$ cat src/rtl/extirq_pkg.sv
`timescale 1ns/1ps
package extirq_pkg;
  // Number of bit positions per register (position 0 reserved)
  localparam int PIN_POS   = 8;
  localparam int TRIG_W    = 2 * PIN_POS;
  localparam int REG_BYTES = 8;
  localparam int ADDR_W    = $clog2(REG_BYTES);

  typedef enum logic [1:0] {
    TRIG_LEVEL = 2'b00,
    TRIG_RISE  = 2'b01,
    TRIG_FALL  = 2'b10,
    TRIG_BOTH  = 2'b11
  } trig_e;

  localparam logic [ADDR_W-1:0] ADR_TRIG_HI = 3'd0;
  localparam logic [ADDR_W-1:0] ADR_TRIG_LO = 3'd1;
  localparam logic [ADDR_W-1:0] ADR_DIR     = 3'd2;
  localparam logic [ADDR_W-1:0] ADR_IEN     = 3'd3;
  localparam logic [ADDR_W-1:0] ADR_DOUT    = 3'd4;
  localparam logic [ADDR_W-1:0] ADR_LEVEL   = 3'd5;
  localparam logic [ADDR_W-1:0] ADR_FLAG    = 3'd6;

  // Strobes from the bus control to the datapath
  typedef struct packed {
    logic [REG_BYTES-1:0]        we;
    logic [REG_BYTES-1:0][7:0]   wdata;
  } strobe_t;
endpackage

$ cat src/rtl/extirq_ctrl.sv
`timescale 1ns/1ps
module extirq_ctrl
  import extirq_pkg::*;
(
  input  logic                      busWr,
  input  logic                      busHalf,
  input  logic [ADDR_W-1:0]         busAddr,
  input  logic [15:0]               busWrData,
  output logic [15:0]               busRdData,
  input  logic [REG_BYTES-1:0][7:0] regBytes,
  output strobe_t                   strobe
);
  logic [ADDR_W-1:0] evenAddr;
  logic [ADDR_W-1:0] oddAddr;

  assign evenAddr = {busAddr[ADDR_W-1:1], 1'b0};
  assign oddAddr  = {busAddr[ADDR_W-1:1], 1'b1};

  // Byte-lane write decode: even byte on the upper lane for halfwords
  always_comb begin
    strobe = '0;
    if (busWr) begin
      if (busHalf) begin
        strobe.we[evenAddr]    = 1'b1;
        strobe.wdata[evenAddr] = busWrData[15:8];
        strobe.we[oddAddr]     = 1'b1;
        strobe.wdata[oddAddr]  = busWrData[7:0];
      end else begin
        strobe.we[busAddr]     = 1'b1;
        strobe.wdata[busAddr]  = busWrData[7:0];
      end
    end
  end

  // Read mux with the same lane arrangement
  assign busRdData = busHalf ? {regBytes[evenAddr], regBytes[oddAddr]}
                             : {8'h00, regBytes[busAddr]};
endmodule

$ cat src/rtl/extirq_datapath.sv
`timescale 1ns/1ps
module extirq_datapath
  import extirq_pkg::*;
#(
  parameter int SYNC_STAGES = 2
)(
  input  logic                      clk,
  input  logic                      rstN,
  input  logic [PIN_POS-1:0]        pinIn,
  input  strobe_t                   strobe,
  output logic [REG_BYTES-1:0][7:0] regBytes,
  output logic [PIN_POS-1:0]        irq,
  output logic [PIN_POS-1:0]        pinOut,
  output logic [PIN_POS-1:0]        pinOutEn
);
  localparam logic [PIN_POS-1:0] LIVE_MASK = {{(PIN_POS-1){1'b1}}, 1'b0};
  localparam logic [TRIG_W-1:0]  TRIG_MASK = {{(TRIG_W-2){1'b1}}, 2'b00};

  logic [TRIG_W-1:0]                   trigQ;
  logic [PIN_POS-1:0]                  dirQ, ienQ, doutQ, flagQ;
  logic [SYNC_STAGES-1:0][PIN_POS-1:0] syncQ;
  logic [PIN_POS-1:0]                  pinSync, pinPrev;
  logic [PIN_POS-1:0]                  edgeHit, levelMode, clrMask, flagNext, flagView;

  // Configuration registers
  always_ff @(posedge clk or negedge rstN) begin
    if (!rstN) begin
      trigQ <= '0;
      dirQ  <= '0;
      ienQ  <= '0;
      doutQ <= '0;
    end else begin
      if (strobe.we[ADR_TRIG_HI]) trigQ[15:8] <= strobe.wdata[ADR_TRIG_HI] & TRIG_MASK[15:8];
      if (strobe.we[ADR_TRIG_LO]) trigQ[7:0]  <= strobe.wdata[ADR_TRIG_LO] & TRIG_MASK[7:0];
      if (strobe.we[ADR_DIR])     dirQ  <= strobe.wdata[ADR_DIR]  & LIVE_MASK;
      if (strobe.we[ADR_IEN])     ienQ  <= strobe.wdata[ADR_IEN]  & LIVE_MASK;
      if (strobe.we[ADR_DOUT])    doutQ <= strobe.wdata[ADR_DOUT] & LIVE_MASK;
    end
  end

  // Pin synchronizer and previous-value register; idle level is high
  always_ff @(posedge clk or negedge rstN) begin
    if (!rstN) begin
      syncQ   <= '1;
      pinPrev <= '1;
    end else begin
      syncQ[0] <= pinIn;
      for (int s = 1; s < SYNC_STAGES; s++) syncQ[s] <= syncQ[s-1];
      pinPrev <= pinSync;
    end
  end

  assign pinSync = syncQ[SYNC_STAGES-1];

  // Per-pin trigger decode
  for (genvar p = 0; p < PIN_POS; p++) begin : g_pin
    trig_e mode;
    logic  riseEv, fallEv;
    assign mode         = trig_e'(trigQ[2*p +: 2]);
    assign riseEv       = pinSync[p] & ~pinPrev[p];
    assign fallEv       = ~pinSync[p] & pinPrev[p];
    assign levelMode[p] = (mode == TRIG_LEVEL);
    assign edgeHit[p]   = (mode == TRIG_RISE) ? riseEv :
                          (mode == TRIG_FALL) ? fallEv :
                          (mode == TRIG_BOTH) ? (riseEv | fallEv) : 1'b0;
  end

  // Sticky edge flags: a new edge wins over a simultaneous clear
  assign clrMask  = strobe.we[ADR_FLAG] ? strobe.wdata[ADR_FLAG] : '0;
  assign flagNext = LIVE_MASK & ~levelMode & ((flagQ & ~clrMask) | edgeHit);

  always_ff @(posedge clk or negedge rstN) begin
    if (!rstN) flagQ <= '0;
    else       flagQ <= flagNext;
  end

  // Level pins report their live active-low state instead of a stored flag
  assign flagView = LIVE_MASK & ((levelMode & ~pinSync) | (~levelMode & flagQ));

  assign irq      = flagView & ienQ;
  assign pinOutEn = dirQ;
  assign pinOut   = doutQ & dirQ;

  assign regBytes[ADR_TRIG_HI] = trigQ[15:8];
  assign regBytes[ADR_TRIG_LO] = trigQ[7:0];
  assign regBytes[ADR_DIR]     = dirQ;
  assign regBytes[ADR_IEN]     = ienQ;
  assign regBytes[ADR_DOUT]    = doutQ;
  assign regBytes[ADR_LEVEL]   = pinSync & LIVE_MASK;
  assign regBytes[ADR_FLAG]    = flagView;
  assign regBytes[7]           = 8'h00;

  // Strobes for read-only and reserved bytes are deliberately dropped
  logic unusedBits;
  assign unusedBits = ^{strobe.we[ADR_LEVEL], strobe.wdata[ADR_LEVEL],
                        strobe.we[7], strobe.wdata[7]};
endmodule

$ cat src/rtl/extirq_port.sv
`timescale 1ns/1ps
module extirq_port
  import extirq_pkg::*;
#(
  parameter int SYNC_STAGES = 2
)(
  input  logic              clk,
  input  logic              rstN,
  input  logic              busWr,
  input  logic              busHalf,
  input  logic [2:0]        busAddr,
  input  logic [15:0]       busWrData,
  output logic [15:0]       busRdData,
  input  logic [7:0]        pinIn,
  output logic [7:0]        pinOut,
  output logic [7:0]        pinOutEn,
  output logic [7:0]        irq
);
  strobe_t                   strobe;
  logic [REG_BYTES-1:0][7:0] regBytes;

  extirq_ctrl i_ctrl (
    .busWr     (busWr),
    .busHalf   (busHalf),
    .busAddr   (busAddr),
    .busWrData (busWrData),
    .busRdData (busRdData),
    .regBytes  (regBytes),
    .strobe    (strobe)
  );

  extirq_datapath #(.SYNC_STAGES(SYNC_STAGES)) i_datapath (
    .clk      (clk),
    .rstN     (rstN),
    .pinIn    (pinIn),
    .strobe   (strobe),
    .regBytes (regBytes),
    .irq      (irq),
    .pinOut   (pinOut),
    .pinOutEn (pinOutEn)
  );
endmodule

$ cat config.mk
export PLATFORM = sky130hd
export DESIGN_NAME = extirq_port
export DESIGN_NICKNAME = d
export VERILOG_FILES = /design/src/rtl/extirq_pkg.sv /design/src/rtl/extirq_ctrl.sv /design/src/rtl/extirq_datapath.sv /design/src/rtl/extirq_port.sv
export SDC_FILE = /design/constraint.sdc
export NUM_CORES = 1
export LEC_CHECK = 0
export CORE_ASPECT_RATIO = 1.25
export CORE_UTILIZATION = 56
export CTS_CLUSTER_SIZE = 28
export DETAILED_ROUTE_END_ITERATION = 6
export GPL_TIMING_DRIVEN = 0
export PLACE_DENSITY = 0.86
export SETUP_SLACK_MARGIN = 0.05
export SLEW_MARGIN = 0
export SYNTH_ARGS = -nofsm -noshare
export SYNTH_HDL_FRONTEND = slang
export SYNTH_SLANG_ARGS = --single-unit
export TNS_END_PERCENT = 1
$ cat constraint.sdc
create_clock -name clk -period 3.15 [get_ports clk]
set_input_delay 0.63 -clock clk [delete_from_list [all_inputs] [get_ports clk]]
set_output_delay 0.63 -clock clk [all_outputs]
set_load 0.005 [all_outputs]
* After elaboration in Yosys (flattened, before gate mapping)
Index checks and enable logic that the tools add are counted.
Widths: inputs -> output; s select.
** Operators by class
- Bitwise operators :: 49
- Multiplexer cells :: 44
- Eq/ne operators :: 21
- Magnitude comparators :: 6
- Reduce and logical (&&, ||, !) cells :: 10
** Operators by type and width (number)
- $mux 71 :: 2
- $and 64x56->64 :: 1
- $and 64x64->64 :: 1
- $bwmux 64 :: 1
- $mux 8 :: 7
- $and 8x8->8 :: 6
- $bmux 8 s2 :: 2
- $demux 8 s2 :: 2
- $eq 2x2->1 const B :: 14
- $bmux 8 s3 :: 1
- $demux 8 s3 :: 1
- $mux 1 :: 24
- $not 8->8 :: 3
- $mux 16 :: 1
- $or 8x8->8 :: 2
- $and 1x1->1 :: 14
- $eq 2x1->1 const B :: 7
- $logic_not 2->1 :: 7
- $not 1->1 :: 14
- $lt 3x4->1 const B :: 3
- $ge 3x1->1 const B :: 3
- $or 1x1->1 :: 7
- $or 7x6->7 :: 1
- $demux 1 s2 :: 2
- 2 further kinds :: 4
** Storage, ports and cells
- Register bits after elaboration :: 67
- Word-level logic and storage cells :: 139
- Bits of input ports :: 31
- Output and inout bits :: 40

* Depth between registers and ports, before layout
Gate-level depths: netlist of the first run.
- Word-level depth :: 13
- Gate-level depth with buffers :: 6
- Mapped depth without buffers :: 6

* Hierarchy
From an unflattened synthesis of the first run, not the netlist that was laid out.
** Unflattened totals
- Cells, all modules :: 428
- Area total of the unflattened synthesis :: 4569.4 um2
** By module, submodules not included
- extirq_datapath :: seq. area each 1602.8 um2, cells each 234, area an instance 2975.4 um2, times used 1
- extirq_ctrl :: seq. area each 0.0 um2, cells each 194, area an instance 1594.0 um2, times used 1

* Least setup slack after synthesis of the first run
OpenSTA, ideal clock, no wires.
- Path type :: input-to-output
- Start :: input busHalf
- End :: output busRdData[7]
- Data arrival time :: 1.560 ns
- Data required time :: 2.520 ns
- Setup slack :: 0.960 ns
- Buffers on the path :: 2
- Stages :: 6
- Path through :: buf_6 > or2_4 > buf_6 > a221o_1 > a21oi_1 > o22ai_1
** Between the ends
- Word-level cells in the longest chain between the ends :: 1
** RTL lines
- from (decl) :: line extirq_port.sv:10 : input logic busHalf,
- $mux 16 :: line extirq_ctrl.sv:36 : assign busRdData = busHalf ? {regBytes[evenAddr], regBytes[oddAddr]}
- to (decl) :: line extirq_port.sv:13 : output logic [15:0] busRdData,
Every way passes these cells.

* Worst setup path in the final report of the first run
- Start :: input busAddr[0]
- End :: output busRdData[7]
** Between the ends
- Word-level cells in the longest chain between the ends :: 3
** RTL lines
- from (decl) :: line extirq_port.sv:11 : input logic [2:0] busAddr,
- $bmux 8 s3 :: line extirq_ctrl.sv:37 : : {8'h00, regBytes[busAddr]};
- $mux 8 (implied by the code) :: line extirq_ctrl.sv:37
- $mux 16 :: line extirq_ctrl.sv:36
Every way passes these cells. The select of a mux whose other input is x is not followed.

==> results of run 1 <==
-- through the flow --
step           setup TNS, ns    util  worst slack [ns]  hold WS (ns)
6_report                   0  0.7740            0.1289        0.2511
5_1_grt                    0  0.7740           0.06904        0.2891
4_1_cts             -0.03641  0.7663          -0.03641        0.2567
3_5_place_dp          -2.534  0.7262           -0.3303        0.3478
3_3_place_gp          -23.65  0.7237           -0.5121        0.3458
2_1_floorplan              0       -            0.9601        0.3344
-- kinds of logic after synthesis --
logic type,count (synthesis),share of synthesized area
and+or+nand+nor,81,0.1192
AOI/OAI and AO/OA,79,0.1546
DFF,63,0.4585
buffers and inverters,47,0.07659
muxes,33,0.1399
adders and majority gates,14,0.05011
other,1,0.001073
-- power breakdown --
group | internal [W] | switching, W
Combinational | 0.000438 | 0.000303
Sequential | 0.000965 | 0.000164
Clock | 0.000383 | 0.000314
Total | 0.00179 | 0.000781
-- registers in the layout, summed over array words and instances (netlist names) --
register	count
i_datapath.ienQ	7
i_datapath.trigQ	14
i_datapath.doutQ	7
i_datapath.syncQ	7
i_datapath.flagQ	7
i_datapath.pinOutEn	7
i_datapath.pinPrev	7
i_datapath.pinSync	7
-- synth_stat cells, types with 6 or more instances --
cell	count	area (sq um)
sky130_fd_sc_hd__o221ai_1	7	61.31
sky130_fd_sc_hd__ha_1	14	175.2
sky130_fd_sc_hd__dfrtp_1	42	1051
sky130_fd_sc_hd__a21oi_1	15	75.07
sky130_fd_sc_hd__o22ai_1	6	37.54
sky130_fd_sc_hd__nand2_1	29	108.9
sky130_fd_sc_hd__buf_4	13	97.59
sky130_fd_sc_hd__mux2_4	13	195.2
sky130_fd_sc_hd__o31ai_1	7	52.55
sky130_fd_sc_hd__inv_1	21	78.83
sky130_fd_sc_hd__mux2i_1	14	140.1
sky130_fd_sc_hd__nor2_1	17	63.81
sky130_fd_sc_hd__dfstp_2	21	551.8
sky130_fd_sc_hd__a22oi_1	7	52.55
sky130_fd_sc_hd__a221oi_1	8	70.07
sky130_fd_sc_hd__and2_1	21	131.4
sky130_fd_sc_hd__o21ai_0	15	75.07
-- what timing repair did --
item / CTS / global route
pin swaps: 0 / 1
buffers inserted: 3 / 3
gates resized for setup: 15 / 9
cloned: 1 / 0
endpoints found under the setup margin: 14 / 14
-- layer usage --
layer / up-vias / global-route usage / part of all wire
met3: 47 / 0.07701 / 0.083
li1: 1302 / - / -
met5: - / 0 / 0
met2: 196 / 0.4852 / 0.49
met4: 0 / 0.1993 / 0.046
met1: 1448 / 0.3930 / 0.38
-- area by class of cell --
class / count / area [sq um] / share of cell area
multi-input cells: 210 / 1655 / 0.3628
flip-flops and latches: 63 / 1603 / 0.3512
repair buffers: 74 / 723.2 / 0.1585
plain buffers: 26 / 210.2 / 0.04607
clock buffers: 12 / 145.1 / 0.03181
well taps: 82 / 102.6 / 0.02248
inverters: 21 / 78.83 / 0.01727
clock inverters: 4 / 45.04 / 0.009871
-- worst register-to-register path: cells and delay by family (launching register included) --
kind                     cells  cell delay (ns)
multiplexers                 1             0.14
adder cells (fa/ha/maj)      1             0.28
AO/OA/AOI/OAI                1             0.09
buffers and inverters        1             0.06
flip-flops                   1             0.58
AND/OR/NAND/NOR              1             0.07
-- worst paths after layout --
check	slack (ns)	to	depth (start not counted)	startpoint
max in group asynchronous	2.23	i_datapath.pinPrev[7]$_DFF_PN1_	2	rstN
max	0.13	busRdData[7]	7	busAddr[0]
min	0.25	i_datapath.ienQ[2]$_DFFE_PN0P_	1	rstN
max reg2reg	1.84	i_datapath.flagQ[1]$_DFF_PN0_	5	i_datapath.pinSync[1]$_DFF_PN1_
min in group clk	0.36	i_datapath.pinSync[4]$_DFF_PN1_	0	i_datapath.syncQ[4]$_DFF_PN1_
min reg2reg	0.36	i_datapath.pinSync[4]$_DFF_PN1_	0	i_datapath.syncQ[4]$_DFF_PN1_
==> flow_summary_export.csv, run 1 <==
group,metric,value,unit
status,run_status,"finished, final reports clean",
critical_path,crit_chain,"clkdlybuf4s50_1 -> or2_4 -> buf_8 -> a221o_1 -> a21oi_1 -> o22ai_1 -> dlygate4sd2_1",
routing,routed-via-count,2993,
critical_path,critPathTopFamily,"buffers and inverters",
hold_path,min-delay-path-class,"in -> async",
power_and_ir_drop,p_leak,2.075,nW
critical_path,crit_start_category,"input pin",
routing,first_pass_drt_iterations,5,
floorplanning,chipHeight,90.34,microns
floorplanning,boundaryPins,71,
floorplanning,die-width,72.67,microns
critical_path,critical_path_class,"in -> out",
synth,yosysSeqAreaShare,0.4585,
floorplanning,initial_utilization,0.5930,
routing,drt-total-wl,9582,microns
global_routing,grt_pass1_vias,3013,
synth,syn_area_per_cell,10.99,sq um
synth,postSynth.asyncResetShare,1.000,
timing,maxSlewViolCount,0,
cts,cts_tree,"yes",
routing,vias_per_cell,6.083,
global_routing,gr-usage-all-layers,0.3152,
timing,fin_crit,3.021,ns
critical_path,slowest_stage,"sky130_fd_sc_hd__clkdlybuf4s50_1",
cts,htree_num_levels,3,
global_routing,grt-ovfl-total,0,
finish,final_nets,450,
timing,final-hold-violation-count,0,
critical_path,delay_of_the_slowest_critical_path_stage,0.52,ns
finish,areaGrowthSynthToFinish,30.53,%
finish,num_antenna_cells,0,
global_routing,number_of_antenna_violations_at_the_first_check_in_global_routing,0,
placement,routabilityCongestion,0.8750,
floorplanning,core,5896,sq um
finish,most_common_cell_after_layout_fill_and_taps_aside,"sky130_fd_sc_hd__clkdlybuf4s50_1",
timing,max_freq,0.3310,GHz
routing,antenna_violating_nets_post_route,0,
synth,synth.cell_area,3496,sq um
timing,fin_worst_skew,0.005725,ns
placement,dp_cells,469,
synth,postSynth.topFlopCell,"sky130_fd_sc_hd__dfrtp_1",
synth,synth_cell_types,37,
cts,worst_skew_pair.late_latency,0.35,ns
run,max_cap_viol_count,0,
global_routing,wire_length_of_the_first_global_routing_pass,15100,microns
finish,final_cell_count_no_fill,492,
finish,filler_cell_count,401,
critical_path,critical_path_arrival,2.39,ns
finish,layout-drive-gt1-share,0.2341,
finish,final_cell_area,4563,sq um
power_and_ir_drop,worst_ir_drop_vdd,0.3810,mV
cts,cts-hold-fix-buffers,0,
synth,synth_edf_count,0,
global_routing,grt_max_degree,43,
cts,clock_sinks,63,
synth,post_synthesis_sequential_element_count,63,
cts,clk_pin_slew_worst_paths,0.07,ns
power_and_ir_drop,p_total,0.002567,W
synth,synthesis.instances,318,
timing,tightestPinTransition,0.5339,ns
routing,drt_drc_violations_left,0,
finish,most_frequent_cells_in_the_layout,"sky130_fd_sc_hd__clkdlybuf4s50_1, sky130_fd_sc_hd__dfrtp_1, sky130_fd_sc_hd__nand2_1",
cts,clk_root_buffer_cell,"sky130_fd_sc_hd__clkbuf_8",
critical_path,worst-path-max-fanout,10,
cts,clockBufferDepth,2,
placement,cell_area_reported_after_detailed_placement,4282,sq um
timing,unrepaired_setup_endpoints_after_global_routing,"false",
timing,slew-limit-headroom,0.6428,
routing,detail_route.wl_per_cell,19.48,microns
floorplanning,die_area,6565,sq um
critical_path,critical_path_required,2.52,ns
critical_path,path_buf_inv,3,
cts,tritoncts.num_buffers,9,
timing,finalSetupViolations,0,
routing,drtIter0Drc,253,
placement,hpwlAfterDp,6255,microns
timing,fraction_of_the_cycle_the_final_worst_path_needs,0.9591,
synth,synth-warning-count,0,
power_and_ir_drop,powerDensity,562.6,nW/um^2
placement,place.port_buffers,66,
floorplanning,std_cell_rows,31,
critical_path,end_kind,"primary output",
No activity file was read; power rests on OpenSTA's default activity.
==> inputs of run 2 (changes only) <==
- SLEW_MARGIN: 0 -> not set
==> results of run 2 <==
Same layout as run 1: the final DEF is identical, and so are final timing and power.
==> inputs of run 3 (changes only) <==
==> constraint.sdc (replaced) <==
create_clock -name clk -period 3.15 [get_ports clk]
set_input_delay 0.315 -clock clk [delete_from_list [all_inputs] [get_ports clk]]
set_output_delay 0.315 -clock clk [all_outputs]
set_load 0.005 [all_outputs]
==> run 3 against run 2 <==
- sequential power about the same
- largest cell class unchanged
- critical path type unchanged
- maximum frequency increased by 3.1%
- clock power about the same
- flip-flop and latch count is the same
- critical endpoint is now busRdData[2]
- critical path depth is the same
- global-route usage is 0.38 points lower
- register-to-register slack hardly changed
- setup slack improved by 0.091 ns
- via count is 0.30% higher
==> flow_summary_export.csv, run 3 (synthesized netlist as in run 1, its figures left out) <==
group,metric,value,unit
finish,layout-drive-gt1-share,0.2054,
cts,worst_skew_pair.late_latency,0.35,ns
routing,antenna_violating_nets_post_route,0,
finish,largest_register_ff_count,14,
critical_path,path_common_cell,"sky130_fd_sc_hd__clkdlybuf4s50_1",
finish,filler_cell_count,418,
power_and_ir_drop,p_leak,2.001,nW
floorplanning,initial_utilization,0.5930,
cts,number_of_gates_given_a_new_drive_strength_after_cts,0,
critical_path,path_buf_inv,4,
floorplanning,core,5896,sq um
routing,detail_route.wl_per_cell,19.21,microns
finish,fin_util,0.7602,
timing,slew-limit-headroom,0.5859,
cts,clock_sinks,63,
status,run_status,"finished, final reports clean",
finish,final_cell_count_no_fill,486,
finish,num_antenna_cells,0,
floorplanning,boundaryPins,71,
critical_path,end_kind,"primary output",
hold_path,min-delay-path-class,"reg -> reg",
cts,post-cts-setup-buffers,0,
timing,fin_crit,2.930,ns
global_routing,number_of_antenna_violations_at_the_first_check_in_global_routing,0,
run,max_cap_viol_count,0,
global_routing,gr-usage-all-layers,0.3114,
global_routing,wire_length_of_the_first_global_routing_pass,14990,microns
routing,routed-via-count,3002,
cts,clk_root_buffer_cell,"sky130_fd_sc_hd__clkbuf_8",
placement,hpwlAfterDp,6255,microns
global_routing,grt_pass1_vias,2975,
timing,finalSetupViolations,0,
critical_path,worst-path-max-fanout,10,
routing,drtIter0Drc,287,
critical_path,crit_start_category,"input pin",
critical_path,delay_of_the_slowest_critical_path_stage,0.54,ns
finish,max_flop_register,"i_datapath.trigQ",
floorplanning,std_cell_rows,31,
floorplanning,chipHeight,90.34,microns
power_and_ir_drop,powerDensity,569.5,nW/um^2
finish,final_nets,444,
routing,vias_per_cell,6.177,
timing,unrepaired_setup_endpoints_after_global_routing,"false",
critical_path,critPathTopFamily,"buffers and inverters",
timing,fin_worst_skew,0.006223,ns
cts,cts-hold-fix-buffers,1,
routing,drt_drc_violations_left,0,
cts,cts_tree,"yes",
global_routing,grt_max_degree,43,
timing,tightestPinTransition,0.6205,ns
placement,cell_area_reported_after_detailed_placement,4282,sq um
power_and_ir_drop,p_total,0.002552,W
timing,max_freq,0.3413,GHz
critical_path,critical_path_arrival,2.62,ns
finish,most_common_cell_after_layout_fill_and_taps_aside,"sky130_fd_sc_hd__clkdlybuf4s50_1",
critical_path,critical_path_required,2.83,ns
finish,areaGrowthSynthToFinish,28.20,%
finish,seqCellArea,1603,sq um
timing,maxSlewViolCount,0,
critical_path,critical_path_class,"in -> out",
cts,clockBufferDepth,2,
timing,final-hold-violation-count,0,
global_routing,grt-ovfl-total,0,
critical_path,crit_chain,"clkdlybuf4s50_1 -> buf_6 -> nor2_2 -> buf_2 -> a221oi_1 -> o22ai_1 -> clkdlybuf4s50_1",
placement,place.port_buffers,66,
critical_path,slowest_stage,"sky130_fd_sc_hd__clkdlybuf4s50_1",
power_and_ir_drop,worst_ir_drop_vdd,0.3811,mV
timing,fraction_of_the_cycle_the_final_worst_path_needs,0.9302,
cts,htree_num_levels,3,
routing,drt-total-wl,9336,microns
cts,tritoncts.num_buffers,9,
routing,first_pass_drt_iterations,5,
cts,clk_pin_slew_worst_paths,0.06,ns
finish,multiInputGateArea,1633,sq um
timing,fin_worst_hold_slack,0.3563,ns
floorplanning,die_area,6565,sq um
finish,final_cell_area,4482,sq um
floorplanning,die-width,72.67,microns
critical_path,r2r_setup_slk,1.85,ns
finish,most_frequent_cells_in_the_layout,"sky130_fd_sc_hd__clkdlybuf4s50_1, sky130_fd_sc_hd__dfrtp_1, sky130_fd_sc_hd__nand2_1",
placement,routabilityCongestion,0.8750,
placement,dp_cells,469,
## run 3: final cells by class
class,instances,share of cell area
plain buffers,26,0.04216
clock buffers,12,0.03238
clock inverters,4,0.01005
inverters,21,0.01759
multi-input cells,210,0.3643
flip-flops and latches,63,0.3576
well taps,82,0.02289
repair buffers,68,0.1530
## run 3: worst paths after layout
kind | depth (start not counted) | to | start
setup / recovery | 7 | busRdData[2] | busHalf
hold / removal | 0 | i_datapath.pinSync[4]$_DFF_PN1_ | i_datapath.syncQ[4]$_DFF_PN1_
setup reg to reg | 5 | i_datapath.flagQ[3]$_DFF_PN0_ | i_datapath.pinSync[3]$_DFF_PN1_
hold reg to reg | 0 | i_datapath.pinSync[4]$_DFF_PN1_ | i_datapath.syncQ[4]$_DFF_PN1_
max in group asynchronous | 3 | i_datapath.syncQ[7]$_DFF_PN1_ | rstN
min in group asynchronous | 2 | i_datapath.ienQ[2]$_DFFE_PN0P_ | rstN
## run 3: routing by layer
metal,GRT usage,wire length (microns),vias to the layer above
met4,0.1879,416,0
met5,0,0,-
met3,0.06920,775,48
li1,-,-,1292
met1,0.3953,3531,1458
met2,0.4813,4613,204
## run 3: through the flow
step                      setup TNS, ns  worst slack, ns
after CTS                             0           0.3115
final                                 0           0.2199
after global placement           -8.159          -0.1971
after floorplan                       0            1.532
after global routing                  0           0.1826
after detailed placement              0           0.2997
## run 3: report_power, final
part           leakage [nW]  internal [W]  switching [W]
Clock                 0.100      0.000384       0.000315
Combinational          1.17      0.000436       0.000291
Sequential            0.728      0.000965       0.000161
